$ cat config.mk
export PLATFORM = sky130hd
export DESIGN_NAME = raster_timing
export DESIGN_NICKNAME = d
export VERILOG_FILES = /design/src/rtl/raster_pkg.sv /design/src/rtl/raster_ctrl.sv /design/src/rtl/raster_dp.sv /design/src/rtl/raster_timing.sv
export SDC_FILE = /design/constraint.sdc
export NUM_CORES = 1
export LEC_CHECK = 0
export BUFFER_PORTS_ARGS = -buffer_cell sky130_fd_sc_hd__buf_2
export CAP_MARGIN = 20
export CORE_MARGIN = 3
export CORE_UTILIZATION = 37
export DETAILED_ROUTE_END_ITERATION = 7
export HOLD_SLACK_MARGIN = 0.1
export PLACE_DENSITY = 0.65
export SLEW_MARGIN = 10
export SYNTH_ARGS = -nofsm -noshare
export SYNTH_HDL_FRONTEND = slang
export SYNTH_SLANG_ARGS = --single-unit
$ cat constraint.sdc
create_clock -name clk -period 2.15 [get_ports clk]
set_input_delay 0.215 -clock clk [delete_from_list [all_inputs] [get_ports clk]]
set_output_delay 0.215 -clock clk [all_outputs]
set_load 0.005 [all_outputs]
$ cat src/rtl/raster_pkg.sv
package raster_pkg;

  // Register indices inside the 16-byte window (offset minus 0x10)
  localparam int IDX_CTRL  = 0;
  localparam int IDX_STAT  = 1;
  localparam int IDX_HBS   = 4;
  localparam int IDX_HBE   = 5;
  localparam int IDX_HSS   = 6;
  localparam int IDX_HSE   = 7;
  localparam int IDX_CSE   = 8;
  localparam int IDX_VBHI  = 9;
  localparam int IDX_VBLO  = 10;
  localparam int IDX_VBE   = 11;
  localparam int IDX_VSS   = 12;
  localparam int IDX_VSE   = 13;
  localparam int IDX_XHS   = 14;
  localparam int IDX_XHE   = 15;

  // Control bits
  localparam int CTRL_INT_BIT = 7;
  localparam int CTRL_VID_BIT = 6;
  localparam int CTRL_TIM_BIT = 5;

  typedef struct packed {
    logic        timingEn;
    logic        videoEn;
    logic        intEn;
    logic [7:0]  hbStart;
    logic [7:0]  hbEnd;
    logic [7:0]  hsStart;
    logic [7:0]  hsEnd;
    logic [7:0]  csEnd;
    logic [15:0] vbStart;
    logic [7:0]  vbEnd;
    logic [7:0]  vsStart;
    logic [7:0]  vsEnd;
    logic [7:0]  xhStart;
    logic [7:0]  xhEnd;
  } timingCfg_t;

  typedef struct packed {
    logic vbRise;
  } dpEvt_t;

  // Half-open window test, wrapping through zero when start exceeds end
  function automatic logic inWin(input logic [15:0] pos,
                                 input logic [15:0] winStart,
                                 input logic [15:0] winEnd);
    if (winStart <= winEnd)
      return (pos >= winStart) && (pos < winEnd);
    else
      return (pos >= winStart) || (pos < winEnd);
  endfunction

endpackage

$ cat src/rtl/raster_ctrl.sv
module raster_ctrl
  import raster_pkg::*;
#(
  parameter int ADDR_W = 5
) (
  input  logic              clk,
  input  logic              rst_n,
  input  logic              busWr,
  input  logic [ADDR_W-1:0] busAddr,
  input  logic [7:0]        busWdata,
  output logic [7:0]        busRdata,
  input  logic [2:0]        senseIn,
  input  logic [3:0]        monIdIn,
  input  dpEvt_t            evt,
  output timingCfg_t        cfg,
  output logic              irq
);

  localparam int NREG = 16;

  logic [7:0] regBank [NREG];
  logic       inMap;
  logic [3:0] regIdx;
  logic       statWr;
  logic [2:0] senseQ;
  logic [3:0] idQ;
  logic       intPend;
  logic       pendSet;

  assign inMap  = (busAddr >> 4) == ADDR_W'(1);
  assign regIdx = busAddr[3:0];
  assign statWr = busWr && inMap && (regIdx == 4'(IDX_STAT));

  always_ff @(posedge clk or negedge rst_n) begin
    if (!rst_n) begin
      for (int i = 0; i < NREG; i++) regBank[i] <= '0;
    end else if (busWr && inMap && (regIdx != 4'(IDX_STAT))) begin
      regBank[regIdx] <= busWdata;
    end
  end

  always_ff @(posedge clk or negedge rst_n) begin
    if (!rst_n) begin
      senseQ <= '0;
      idQ    <= '0;
    end else begin
      senseQ <= senseIn;
      idQ    <= monIdIn;
    end
  end

  assign pendSet = evt.vbRise && regBank[IDX_CTRL][CTRL_INT_BIT];

  always_ff @(posedge clk or negedge rst_n) begin
    if (!rst_n)                     intPend <= 1'b0;
    else if (pendSet)               intPend <= 1'b1;
    else if (statWr && busWdata[7]) intPend <= 1'b0;
  end

  always_comb begin
    busRdata = 8'h00;
    if (inMap) begin
      if (regIdx == 4'(IDX_STAT)) busRdata = {intPend, senseQ, idQ};
      else                        busRdata = regBank[regIdx];
    end
  end

  always_comb begin
    cfg.timingEn = regBank[IDX_CTRL][CTRL_TIM_BIT];
    cfg.videoEn  = regBank[IDX_CTRL][CTRL_VID_BIT];
    cfg.intEn    = regBank[IDX_CTRL][CTRL_INT_BIT];
    cfg.hbStart  = regBank[IDX_HBS];
    cfg.hbEnd    = regBank[IDX_HBE];
    cfg.hsStart  = regBank[IDX_HSS];
    cfg.hsEnd    = regBank[IDX_HSE];
    cfg.csEnd    = regBank[IDX_CSE];
    cfg.vbStart  = {regBank[IDX_VBHI], regBank[IDX_VBLO]};
    cfg.vbEnd    = regBank[IDX_VBE];
    cfg.vsStart  = regBank[IDX_VSS];
    cfg.vsEnd    = regBank[IDX_VSE];
    cfg.xhStart  = regBank[IDX_XHS];
    cfg.xhEnd    = regBank[IDX_XHE];
  end

  assign irq = intPend;

endmodule

$ cat src/rtl/raster_dp.sv
module raster_dp
  import raster_pkg::*;
#(
  parameter int PIX_PER_UNIT = 8,
  parameter int H_TOTAL      = 200,
  parameter int V_TOTAL      = 1024
) (
  input  logic       clk,
  input  logic       rst_n,
  input  timingCfg_t cfg,
  output dpEvt_t     evt,
  output logic       hsync,
  output logic       vsync,
  output logic       csync,
  output logic       blank,
  output logic       pixelActive,
  output logic       xferHoldoff
);

  localparam int H_W = (H_TOTAL > 1) ? $clog2(H_TOTAL) : 1;
  localparam int V_W = (V_TOTAL > 1) ? $clog2(V_TOTAL) : 1;

  logic           unitTick;
  logic           lineEnd;
  logic [H_W-1:0] hCnt;
  logic [V_W-1:0] vCnt;
  logic [15:0]    hPos;
  logic [15:0]    vPos;
  logic           hbWin, hsWin, vbWin, vsWin, xhWin;
  logic           vbQ;
  logic           en;

  assign en = cfg.timingEn;

  generate
    if (PIX_PER_UNIT > 1) begin : g_pre
      localparam int PS_W = $clog2(PIX_PER_UNIT);
      logic [PS_W-1:0] preCnt;
      always_ff @(posedge clk or negedge rst_n) begin
        if (!rst_n)                                  preCnt <= '0;
        else if (!en)                                preCnt <= '0;
        else if (preCnt == PS_W'(PIX_PER_UNIT - 1))  preCnt <= '0;
        else                                         preCnt <= preCnt + 1'b1;
      end
      assign unitTick = en && (preCnt == PS_W'(PIX_PER_UNIT - 1));
    end else begin : g_nopre
      assign unitTick = en;
    end
  endgenerate

  assign lineEnd = unitTick && (hCnt == H_W'(H_TOTAL - 1));

  always_ff @(posedge clk or negedge rst_n) begin
    if (!rst_n)        hCnt <= '0;
    else if (!en)      hCnt <= '0;
    else if (lineEnd)  hCnt <= '0;
    else if (unitTick) hCnt <= hCnt + 1'b1;
  end

  always_ff @(posedge clk or negedge rst_n) begin
    if (!rst_n)   vCnt <= '0;
    else if (!en) vCnt <= '0;
    else if (lineEnd) begin
      if (vCnt == V_W'(V_TOTAL - 1)) vCnt <= '0;
      else                           vCnt <= vCnt + 1'b1;
    end
  end

  assign hPos = 16'(hCnt);
  assign vPos = 16'(vCnt);

  assign hbWin = inWin(hPos, {8'h00, cfg.hbStart}, {8'h00, cfg.hbEnd});
  assign hsWin = inWin(hPos, {8'h00, cfg.hsStart}, {8'h00, cfg.hsEnd});
  assign xhWin = inWin(hPos, {8'h00, cfg.xhStart}, {8'h00, cfg.xhEnd});
  assign vbWin = inWin(vPos, cfg.vbStart,          {8'h00, cfg.vbEnd});
  assign vsWin = inWin(vPos, {8'h00, cfg.vsStart}, {8'h00, cfg.vsEnd});

  always_ff @(posedge clk or negedge rst_n) begin
    if (!rst_n) vbQ <= 1'b0;
    else        vbQ <= en && vbWin;
  end

  assign evt.vbRise  = en && vbWin && !vbQ;

  assign hsync       = en && hsWin;
  assign vsync       = en && vsWin;
  assign csync       = hsync ^ (vsync && (hPos < {8'h00, cfg.csEnd}));
  assign blank       = !en || hbWin || vbWin;
  assign pixelActive = en && cfg.videoEn && !hbWin && !vbWin;
  assign xferHoldoff = en && xhWin;

endmodule

$ cat src/rtl/raster_timing.sv
module raster_timing
  import raster_pkg::*;
#(
  parameter int ADDR_W       = 5,
  parameter int PIX_PER_UNIT = 8,
  parameter int H_TOTAL      = 200,
  parameter int V_TOTAL      = 1024
) (
  input  logic              clk,
  input  logic              rst_n,
  input  logic              busWr,
  input  logic [ADDR_W-1:0] busAddr,
  input  logic [7:0]        busWdata,
  output logic [7:0]        busRdata,
  input  logic [2:0]        senseIn,
  input  logic [3:0]        monIdIn,
  output logic              hsync,
  output logic              vsync,
  output logic              csync,
  output logic              blank,
  output logic              pixelActive,
  output logic              xferHoldoff,
  output logic              irq
);

  timingCfg_t cfgBus;
  dpEvt_t     evtBus;

  raster_ctrl #(.ADDR_W(ADDR_W)) u_ctrl (
    .clk      (clk),
    .rst_n    (rst_n),
    .busWr    (busWr),
    .busAddr  (busAddr),
    .busWdata (busWdata),
    .busRdata (busRdata),
    .senseIn  (senseIn),
    .monIdIn  (monIdIn),
    .evt      (evtBus),
    .cfg      (cfgBus),
    .irq      (irq)
  );

  raster_dp #(
    .PIX_PER_UNIT (PIX_PER_UNIT),
    .H_TOTAL      (H_TOTAL),
    .V_TOTAL      (V_TOTAL)
  ) u_dp (
    .clk         (clk),
    .rst_n       (rst_n),
    .cfg         (cfgBus),
    .evt         (evtBus),
    .hsync       (hsync),
    .vsync       (vsync),
    .csync       (csync),
    .blank       (blank),
    .pixelActive (pixelActive),
    .xferHoldoff (xferHoldoff)
  );

endmodule

# Word-level counts from Yosys, hierarchy flattened
# Cells that the tools add are included.
# word_totals
ff_bits,158
latchBits,0
ramBits,0
romBits,0
inputBits,23
output_inout_bits,15
word_cells,110
n_memories,0
# classes
n_addsub,3
multipliers,0
n_div,0
order_cmp,18
eq_ne,7
n_shift,0
muxes,23
n_bitwise,2
n_reduce_logical,34
# ops
operator,count
128-bit bitwise mux,1
8-bit two-way mux,8
8-bit binary-select mux with 4-bit select,1
8-bit demux with 4-bit select,1
8-bit <= comparator,4
8-bit less-than comparator,4
10-bit two-way mux,3
8-bit >= comparator,3
1-bit logical AND,22
10-bit by 8-bit less-than comparator with 1-bit output,2
10-bit by 16-bit >= comparator with 1-bit output,1
16-bit by 8-bit <= comparator with 1-bit output,1
10-bit by 1-bit adder with 10-bit output (second input constant),1
10-bit == test (second input constant),1
10-bit by 8-bit >= comparator with 1-bit output,1
8-bit by 1-bit adder with 8-bit output (second input constant),1
8-bit == test (second input constant),1
1-bit logical OR,7
1-bit two-way mux,7
3-bit two-way mux,2
5-bit >= comparator (second input constant),1
5-bit by 1-bit less-than comparator with 1-bit output (second input constant),1
4-bit inverter with 5-bit output,1
4-bit by 1-bit == test with 1-bit output (second input constant),1
other kinds (8),11

# Logic depth before layout (Yosys ltp)
# Gate-level depths: netlist of run 1.
# depth
ltp_word,7
mapped_depth,10
mapped_depth_nobuf,9

# Hierarchy
# A second synthesis of run 1 with hierarchy kept.
# hier_totals
hier_cells,1018
hier_area_um2,10787.8
# modules_own_cells
module,n_inst,cells_per_inst,area_per_inst_um2,seq_area_each_um2
raster_ctrl,1,507,6718.9,3203.1
raster_dp,1,511,4068.9,550.5

# Worst setup path before layout of run 1
# OpenSTA, ideal clock, no wires.
# synth_timing
path_kind,register to output
startpoint,reg u_dp.hCnt[0]
endpoint,out blank
t_arrival_ns,1.943
t_required_ns,1.935
setup_slack_ns,-0.008
stages_incl_launch_ff,11
path_buffers,1
cell_sequence,dfrtp_1 clkbuf_2 inv_1 ha_1 nand2b_1 nand3_1 a21boi_0 o211ai_1 a21oi_1 maj3_1 or2_2
# synth_between
elab_chain_len,5
elab_cells_between_ends,7
cone_classes,order compare (2); mux (1); reduce/logical (4)
# synth_lines
item,line_no,rtl
from (decl),raster_dp.sv:25,logic [H_W-1:0] hCnt;
from (signal assigned),raster_dp.sv:57,else if (unitTick) hCnt <= hCnt + 1'b1;
8-bit >= comparator / 8-bit less-than comparator (equally long branches),"raster_pkg.sv:50, raster_pkg.sv:52",
1-bit logical OR / 1-bit logical AND (equally long branches),"raster_pkg.sv:52, raster_pkg.sv:50",
1-bit two-way mux *,raster_pkg.sv:49,if (winStart <= winEnd)
1-bit logical OR * (2 in a row),raster_dp.sv:88,assign blank = !en || hbWin || vbWin;
to (decl),raster_timing.sv:20,"output logic blank,"
# Every way passes the cells marked *; elsewhere a longest branch is shown, timed or not.

# Worst setup path in the final report of run 1
# layout_timing
startpoint,reg u_dp.hCnt[2]
endpoint,out csync
# layout_between
elab_chain_len,5
elab_cells_between_ends,9
cone_classes,order compare (3); mux (1); bitwise (1); reduce/logical (4)
# layout_lines
item,line_no,rtl
8-bit >= comparator / 8-bit less-than comparator (equally long branches),"raster_pkg.sv:50, raster_pkg.sv:52",
1-bit logical OR / 1-bit logical AND (equally long branches),"raster_pkg.sv:52, raster_pkg.sv:50",
1-bit two-way mux,raster_pkg.sv:49,
1-bit logical AND,raster_dp.sv:85,assign hsync = en && hsWin;
1-bit XOR *,raster_dp.sv:87,"assign csync = hsync ^ (vsync && (hPos < {8'h00, cfg.csEnd}));"
to (decl),raster_timing.sv:19,"output logic csync,"
# Marked as above.

==> flow_summary.json, run 1 <==
{
  "ys_dominant_reg_cell": "dfrtp_1",
  "relSlewSlack": 0.627,
  "ant_nets": 0,
  "dieArea_um2": 29200,
  "worst_slew_pin_slew_ns": 0.559,
  "synth_edf_count": 0,
  "cp.arrival_ns": 2.55,
  "min_period_ns": 2.77,
  "finalSetupViolations": 20,
  "initial_core_util": 0.381,
  "hold_violations": 0,
  "antenna_cells": 0,
  "max_freq_ghz": 0.361,
  "rsz0062_at_grt": "yes",
  "route.detailed.drc": 0,
  "cts_made_buffers": 17,
  "clk_latency_ns": 0.43,
  "path_max_fanout": 6,
  "routabilityCongestion": 0.900,
  "cts_buffer_depth": 2,
  "first_global_vias": 8041,
  "wl_per_cell_um": 19.2,
  "cts-root-buf": "clkbuf_16",
  "area_growth_syn_to_layout_pct": 25.8,
  "finalNonFillerCells": 1495,
  "io_pins": 38,
  "crit_type": "flop to output pin",
  "post_route_cells_drive_above_1_share": 0.322,
  "grt_pass1_wl_mm": 44.6,
  "synth.cell_area_um2": 10100,
  "cts_sinks": 156,
  "status": "complete, but fails checks",
  "finClkSkew_ns": 0.00706,
  "clkTransAtPathRegs_ns": 0.07,
  "hp-class": "input port to flop",
  "holdPathStages": 3,
  "yosysUniqueCellTypes": 65,
  "dp_hpwl_mm": 21.0,
  "power_density_nw_per_um2": 811,
  "end_kind": "output pin",
  "dpl.cell_count": 1438,
  "critPathRequiredTime_ns": 1.93,
  "vias_per_cell": 5.53,
  "synth_seq_cells": 156,
  "violations": "setup timing",
  "drt_iter0_drc": 757,
  "final_common_cell": "dfrtp_1",
  "die_y_um": 171,
  "vias": 8266,
  "leakagePower_uw": 0.00593,
  "rows": 59,
  "max_cap_violations": 0,
  "fillers": 2355,
  "grt_usage": 0.197,
  "yosysWarnings": 0,
  "postLayoutCellArea_um2": 12700,
  "syn_area_per_cell_um2": 10.2,
  "ir_worst_vdd_mv": 0.596,
  "nNetsFinal": 1298,
  "postPlaceCellArea_um2": 11500,
  "crit_path_start_kind": "flop",
  "cts_tree": "done",
  "antenna_found_initial": 2,
  "reg2regPathDepth": 9,
  "netlist_instances": 985,
  "port_buffers": 37,
  "mostFrequentLayoutCells": "dfrtp_1, ha_1, nand2_1",
  "slew_viol_final": 0,
  "grt_overflow_total": 0,
  "fin_crit_sh": 1.29,
  "cts_max_level": 4,
  "synth_nets": 1136,
  "async_flop_share": 1.00,
  "postLayoutCoreUtil": 0.479,
  "core_area_um2": 26400,
  "timing.final.ws_setup_ns": -0.619,
  "routed_wirelength_mm": 28.8,
  "die_w_um": 171,
  "grt_max_degree": 55,
  "yosysSeqAreaShare": 0.388,
  "firstDrtPassIters": 5
}
-- cell usage after synthesis, types with 3 or more instances --
cell type    n  area share
a2111oi_0    6      0.0052
a211oi_1    12      0.0090
a21boi_1     7      0.0052
a21o_1       4      0.0030
a21oi_1     42       0.021
and3_1       3      0.0019
buf_1        4      0.0015
buf_2        7      0.0035
clkbuf_1    29       0.011
dfrtp_1    156        0.39
ha_1       128        0.16
inv_1       92       0.034
maj3_1       3      0.0030
mux2_2      50       0.056
mux2i_1      4      0.0040
mux4_1      11       0.029
mux4_2      25       0.056
nand2_1    116       0.043
nand2b_1    13      0.0081
nand3_1     19      0.0094
nand4_1     15      0.0093
nor2_1      44       0.016
nor2b_1      6      0.0037
nor3_1      10      0.0050
nor3b_1      4      0.0030
o2111ai_1    4      0.0035
o211ai_1     5      0.0037
o21a_1       6      0.0045
o21ai_0     96       0.048
o21ai_1      7      0.0035
o21bai_1     4      0.0030
o22ai_1      4      0.0025
or4_1        3      0.0022
xor2_1       5      0.0044
-- worst max-delay path, stage by stage (launching register included) --
cell and delay [ns]:
dfrtp_2 0.48, ha_1 0.32, o21ai_2 0.05, o21bai_1 0.17, a21oi_2 0.10, o311a_1 0.38, and3_1 0.18, a31oi_1 0.17
xnor2_1 0.13, buf_2 0.13
-- metrics by stage --
step	setup TNS, ns	setup slack, ns	hold WS (ns)	total power (µW)
3_3_place_gp	-2.36	-0.259	0.210	6840
5_1_grt	-7.13	-0.666	0.232	10900
3_5_place_dp	-2.85	-0.280	0.215	6940
6_report	-5.58	-0.619	0.210	10300
4_1_cts	-5.06	-0.598	0.197	10100
2_1_floorplan	0	0.00118	-0.0806	5620
-- cell type report --
| cell class | instances | area, µm² | share of cell area |
|---|---|---|---|
| Inverter | 93 | 349 | 0.0276 |
| Clock buffer | 17 | 425 | 0.0336 |
| Clock inverter | 15 | 145 | 0.0115 |
| Tap cell | 335 | 419 | 0.0331 |
| Timing Repair Buffer | 186 | 1500 | 0.118 |
| Multi-Input combinational cell | 693 | 5920 | 0.467 |
| Sequential cell | 156 | 3920 | 0.309 |
-- registers in the layout, indices dropped and copies added (netlist names) --
name / flops
u_dp.vCnt: 10
u_ctrl.cfg: 99
u_dp.vbQ: 1
u_ctrl.irq: 1
u_dp.hCnt: 8
u_ctrl.regBank: 27
u_ctrl.senseQ: 3
u_ctrl.idQ: 4
u_dp.g_pre.preCnt: 3
-- power by group --
group	leakage, µW	switching, µW	internal [µW]
registers	0.00190	383	3450
clock network	0.000272	1420	1540
logic	0.00376	1740	1730
total	0.00593	3540	6730
-- kinds of logic (layout without fill, tap and decap cells) --
group / after synthesis / in the layout / share of synthesized area
compound gates: 209 / 210 / 0.122
fa+ha+maj: 131 / 131 / 0.162
simple gates: 253 / 253 / 0.120
mux: 92 / 92 / 0.147
xor+xnor: 7 / 7 / 0.00609
buf+inv: 137 / 311 / 0.0552
flops: 156 / 156 / 0.388
-- layer usage --
layer	up-vias	global-route usage	routed length, µm
met5	-	0	24
met4	4	0.0661	801
li1	3869	-	-
met3	63	0.0393	1450
met2	229	0.309	13400
met1	4101	0.274	13100
-- final timing paths --
path / from / endpoint / slack, ns
min in group asynchronous: rst_n / u_ctrl.regBank[105] / 0.30
worst max register to register: u_dp.hCnt[1] / u_dp.vCnt[5] / -0.11
worst min register to register: u_ctrl.regBank[116] / u_ctrl.regBank[116] / 0.37
worst min-delay path: busWdata[0] / u_ctrl.cfg[48] / 0.21
worst max-delay path: u_dp.hCnt[2] / csync / -0.62
max in group asynchronous: rst_n / u_ctrl.cfg[68] / 1.10
-- repair_timing --
item / 4_1_cts / 5_1_grt
pin swaps: 37 / 24
hold buffers: 8 / 0
resized for setup: 81 / 52
endpoints found under the hold margin: 55 / 0
cloned: 0 / 1
setup endpoints to repair: 24 / 24
setup buffers: 8 / 14
(Power assumes the default switching activity.)
==> run 2, diff against run 1 <==
--- a/config.mk
+++ b/config.mk
@@ -7,11 +7,15 @@
 export LEC_CHECK = 0
 export BUFFER_PORTS_ARGS = -buffer_cell sky130_fd_sc_hd__buf_2
 export CAP_MARGIN = 20
+export CELL_PAD_IN_SITES_DETAIL_PLACEMENT = 1
+export CELL_PAD_IN_SITES_GLOBAL_PLACEMENT = 2
 export CORE_MARGIN = 3
 export CORE_UTILIZATION = 37
 export DETAILED_ROUTE_END_ITERATION = 7
+export GPL_ROUTABILITY_DRIVEN = 0
 export HOLD_SLACK_MARGIN = 0.1
-export PLACE_DENSITY = 0.65
+export PLACE_DENSITY = 0.87
+export SKIP_LAST_GASP = 1
 export SLEW_MARGIN = 10
 export SYNTH_ARGS = -nofsm -noshare
 export SYNTH_HDL_FRONTEND = slang
==> run 2 against run 1 <==
Net effect:
- the run still ends with setup timing left
- critical path depth down 2
- combinational power is 9.5% higher
- via count grew 3.9%
- first-iteration DRC count decreased by 29%
- non-clock buffer count grew 23
- sequential share of layout area fell by 0.61 points
- clock skew grew 0.0013 ns
- die area did not move
- sequential power about the same
- global-route usage up 4.5 points
- critical path type unchanged
- highest routed layer unchanged
==> flow_summary.json, run 2 (synthesized netlist as in run 1, its figures left out) <==
{
  "grt_overflow_total": 0,
  "port_buffers": 37,
  "reg2regPathDepth": 7,
  "routed_wirelength_mm": 35.2,
  "relSlewSlack": 0.666,
  "tns_ns": -6.44,
  "initial_core_util": 0.381,
  "status": "complete, but fails checks",
  "vias_per_cell": 5.66,
  "postLayoutCoreUtil": 0.489,
  "firstDrtPassIters": 5,
  "io_pins": 38,
  "cts_tree": "done",
  "route.detailed.drc": 0,
  "vias": 8587,
  "crit_path_start_kind": "flop",
  "dp_slack_ns": -0.296,
  "leakagePower_uw": 0.00609,
  "slew_viol_final": 0,
  "ir_worst_vdd_mv": 0.511,
  "core_area_um2": 26400,
  "cts_max_level": 4,
  "grt_max_degree": 53,
  "wl_per_cell_um": 23.2,
  "rows": 59,
  "fin_crit_sh": 1.32,
  "cts_buffer_depth": 2,
  "dp_hpwl_mm": 24.4,
  "crit_chain": "buf_4, ha_1, a2111oi_0, a21oi_1, maj3_2, or2_4, buf_6",
  "grt_pass1_wl_mm": 54.0,
  "crit_slowest_cell": "a2111oi_0",
  "postPlaceCellArea_um2": 11700,
  "path_delay_family": "adder cells",
  "clkTransAtPathRegs_ns": 0.07,
  "area_growth_syn_to_layout_pct": 28.3,
  "finClkSkew_ns": 0.00841,
  "cp.arrival_ns": 2.63,
  "rsz0062_at_grt": "yes",
  "antenna_found_initial": 1,
  "power_uw": 10700,
  "final_common_cell": "dfrtp_1",
  "die_y_um": 171,
  "power_density_nw_per_um2": 832,
  "path_max_fanout": 3,
  "crit_type": "flop to output pin",
  "min_period_ns": 2.84,
  "postLayoutCellArea_um2": 12900,
  "nNetsFinal": 1321,
  "critPathRequiredTime_ns": 1.93,
  "post_route_cells_drive_above_1_share": 0.344,
  "violations": "setup timing",
  "cts_made_buffers": 17,
  "max_cap_violations": 0,
  "r2r_slack_ns": -0.12,
  "worst_slew_pin_slew_ns": 0.501,
  "drt_iter0_drc": 541,
  "end_kind": "output pin",
  "ant_nets": 0,
  "antenna_cells": 0,
  "clk_latency_ns": 0.43,
  "holdPathStages": 3,
  "regArea_um2": 3910,
  "mostFrequentLayoutCells": "dfrtp_1, buf_4, ha_1",
  "fillers": 2863,
  "cts-root-buf": "clkbuf_16",
  "die_w_um": 171,
  "hp-class": "input port to flop",
  "largest_reg_flops": 99,
  "max_freq_ghz": 0.352,
  "multiInputGateArea_um2": 5990,
  "holdPathEnd": "u_ctrl.cfg[48]",
  "first_global_vias": 9455,
  "rr_startpoint": "u_dp.vCnt[4]",
  "finalSetupViolations": 22,
  "r2r-end": "u_ctrl.irq",
  "cts_sinks": 156,
  "hold_violations": 0,
  "cp_slowest_stage_delay_ns": 0.43,
  "path_buf_inv": 2,
  "hold_start": "busWdata[0]",
  "dieArea_um2": 29200,
  "grt_usage": 0.242,
  "timing.final.ws_setup_ns": -0.691
}
==> run 2: stage by stage <==
step / hold WS (ns) / cells
finish: 0.233 / 1518
global route: 0.235 / 1518
CTS: 0.205 / 1514
detailed placement: 0.190 / 1467
global placement: 0.194 / 1467
floorplan: -0.0806 / 985
==> run 2: what timing repair did <==
item                       in CTS  in global routing
gates cloned                    1                  0
setup endpoints to repair      23                 30
buffers inserted               11                  9
resized for setup              81                 58
pin swaps                      44                 42
hold endpoints to repair       49                  0
hold buffers                    8                  0
==> run 2: routing by layer <==
layer  up-vias  track usage  wire length, µm
li1       3906            -                -
met1      4406        0.296            15100
met2       193        0.422            17600
met3        80       0.0451             1200
met4         2       0.0962             1340
met5         -            0               14
==> run 2: where the power goes <==
group	total, µW	switching [µW]	internal [µW]
Combinational	3810	1980	1830
Clock	3070	1500	1570
Sequential	3860	413	3450
Total	10700	3890	6850
==> run 2: layout make-up <==
class                      instances  share of cell area
clock inverter                    15              0.0127
clock buffer                      17              0.0329
multi-input combinational        693               0.464
tap                              335              0.0325
timing repair buffer             209               0.128
sequential                       156               0.303
inverter                          93              0.0270
==> run 2: worst min-delay path, delay by kind of cell <==
kind,cells,cell delay [ns]
buffers and inverters,1,0.24
and+or+nand+nor,1,0.10
AOI/OAI and AO/OA,1,0.06
==> run 2: worst max-delay path by stage <==
| stage | end | from | cells past startpoint | slack (ns) |
|---|---|---|---|---|
| after floorplan | csync | u_dp.vCnt[6] | 7 | 0.001 |
| after global placement | blank | u_dp.vCnt[0] | 10 | -0.29 |
| after detailed placement | blank | u_ctrl.cfg[33] | 10 | -0.30 |
| after CTS | csync | u_dp.hCnt[1] | 10 | -0.68 |
| after global routing | csync | u_ctrl.cfg[30] | 10 | -0.79 |
| final | blank | u_dp.hCnt[5] | 7 | -0.69 |
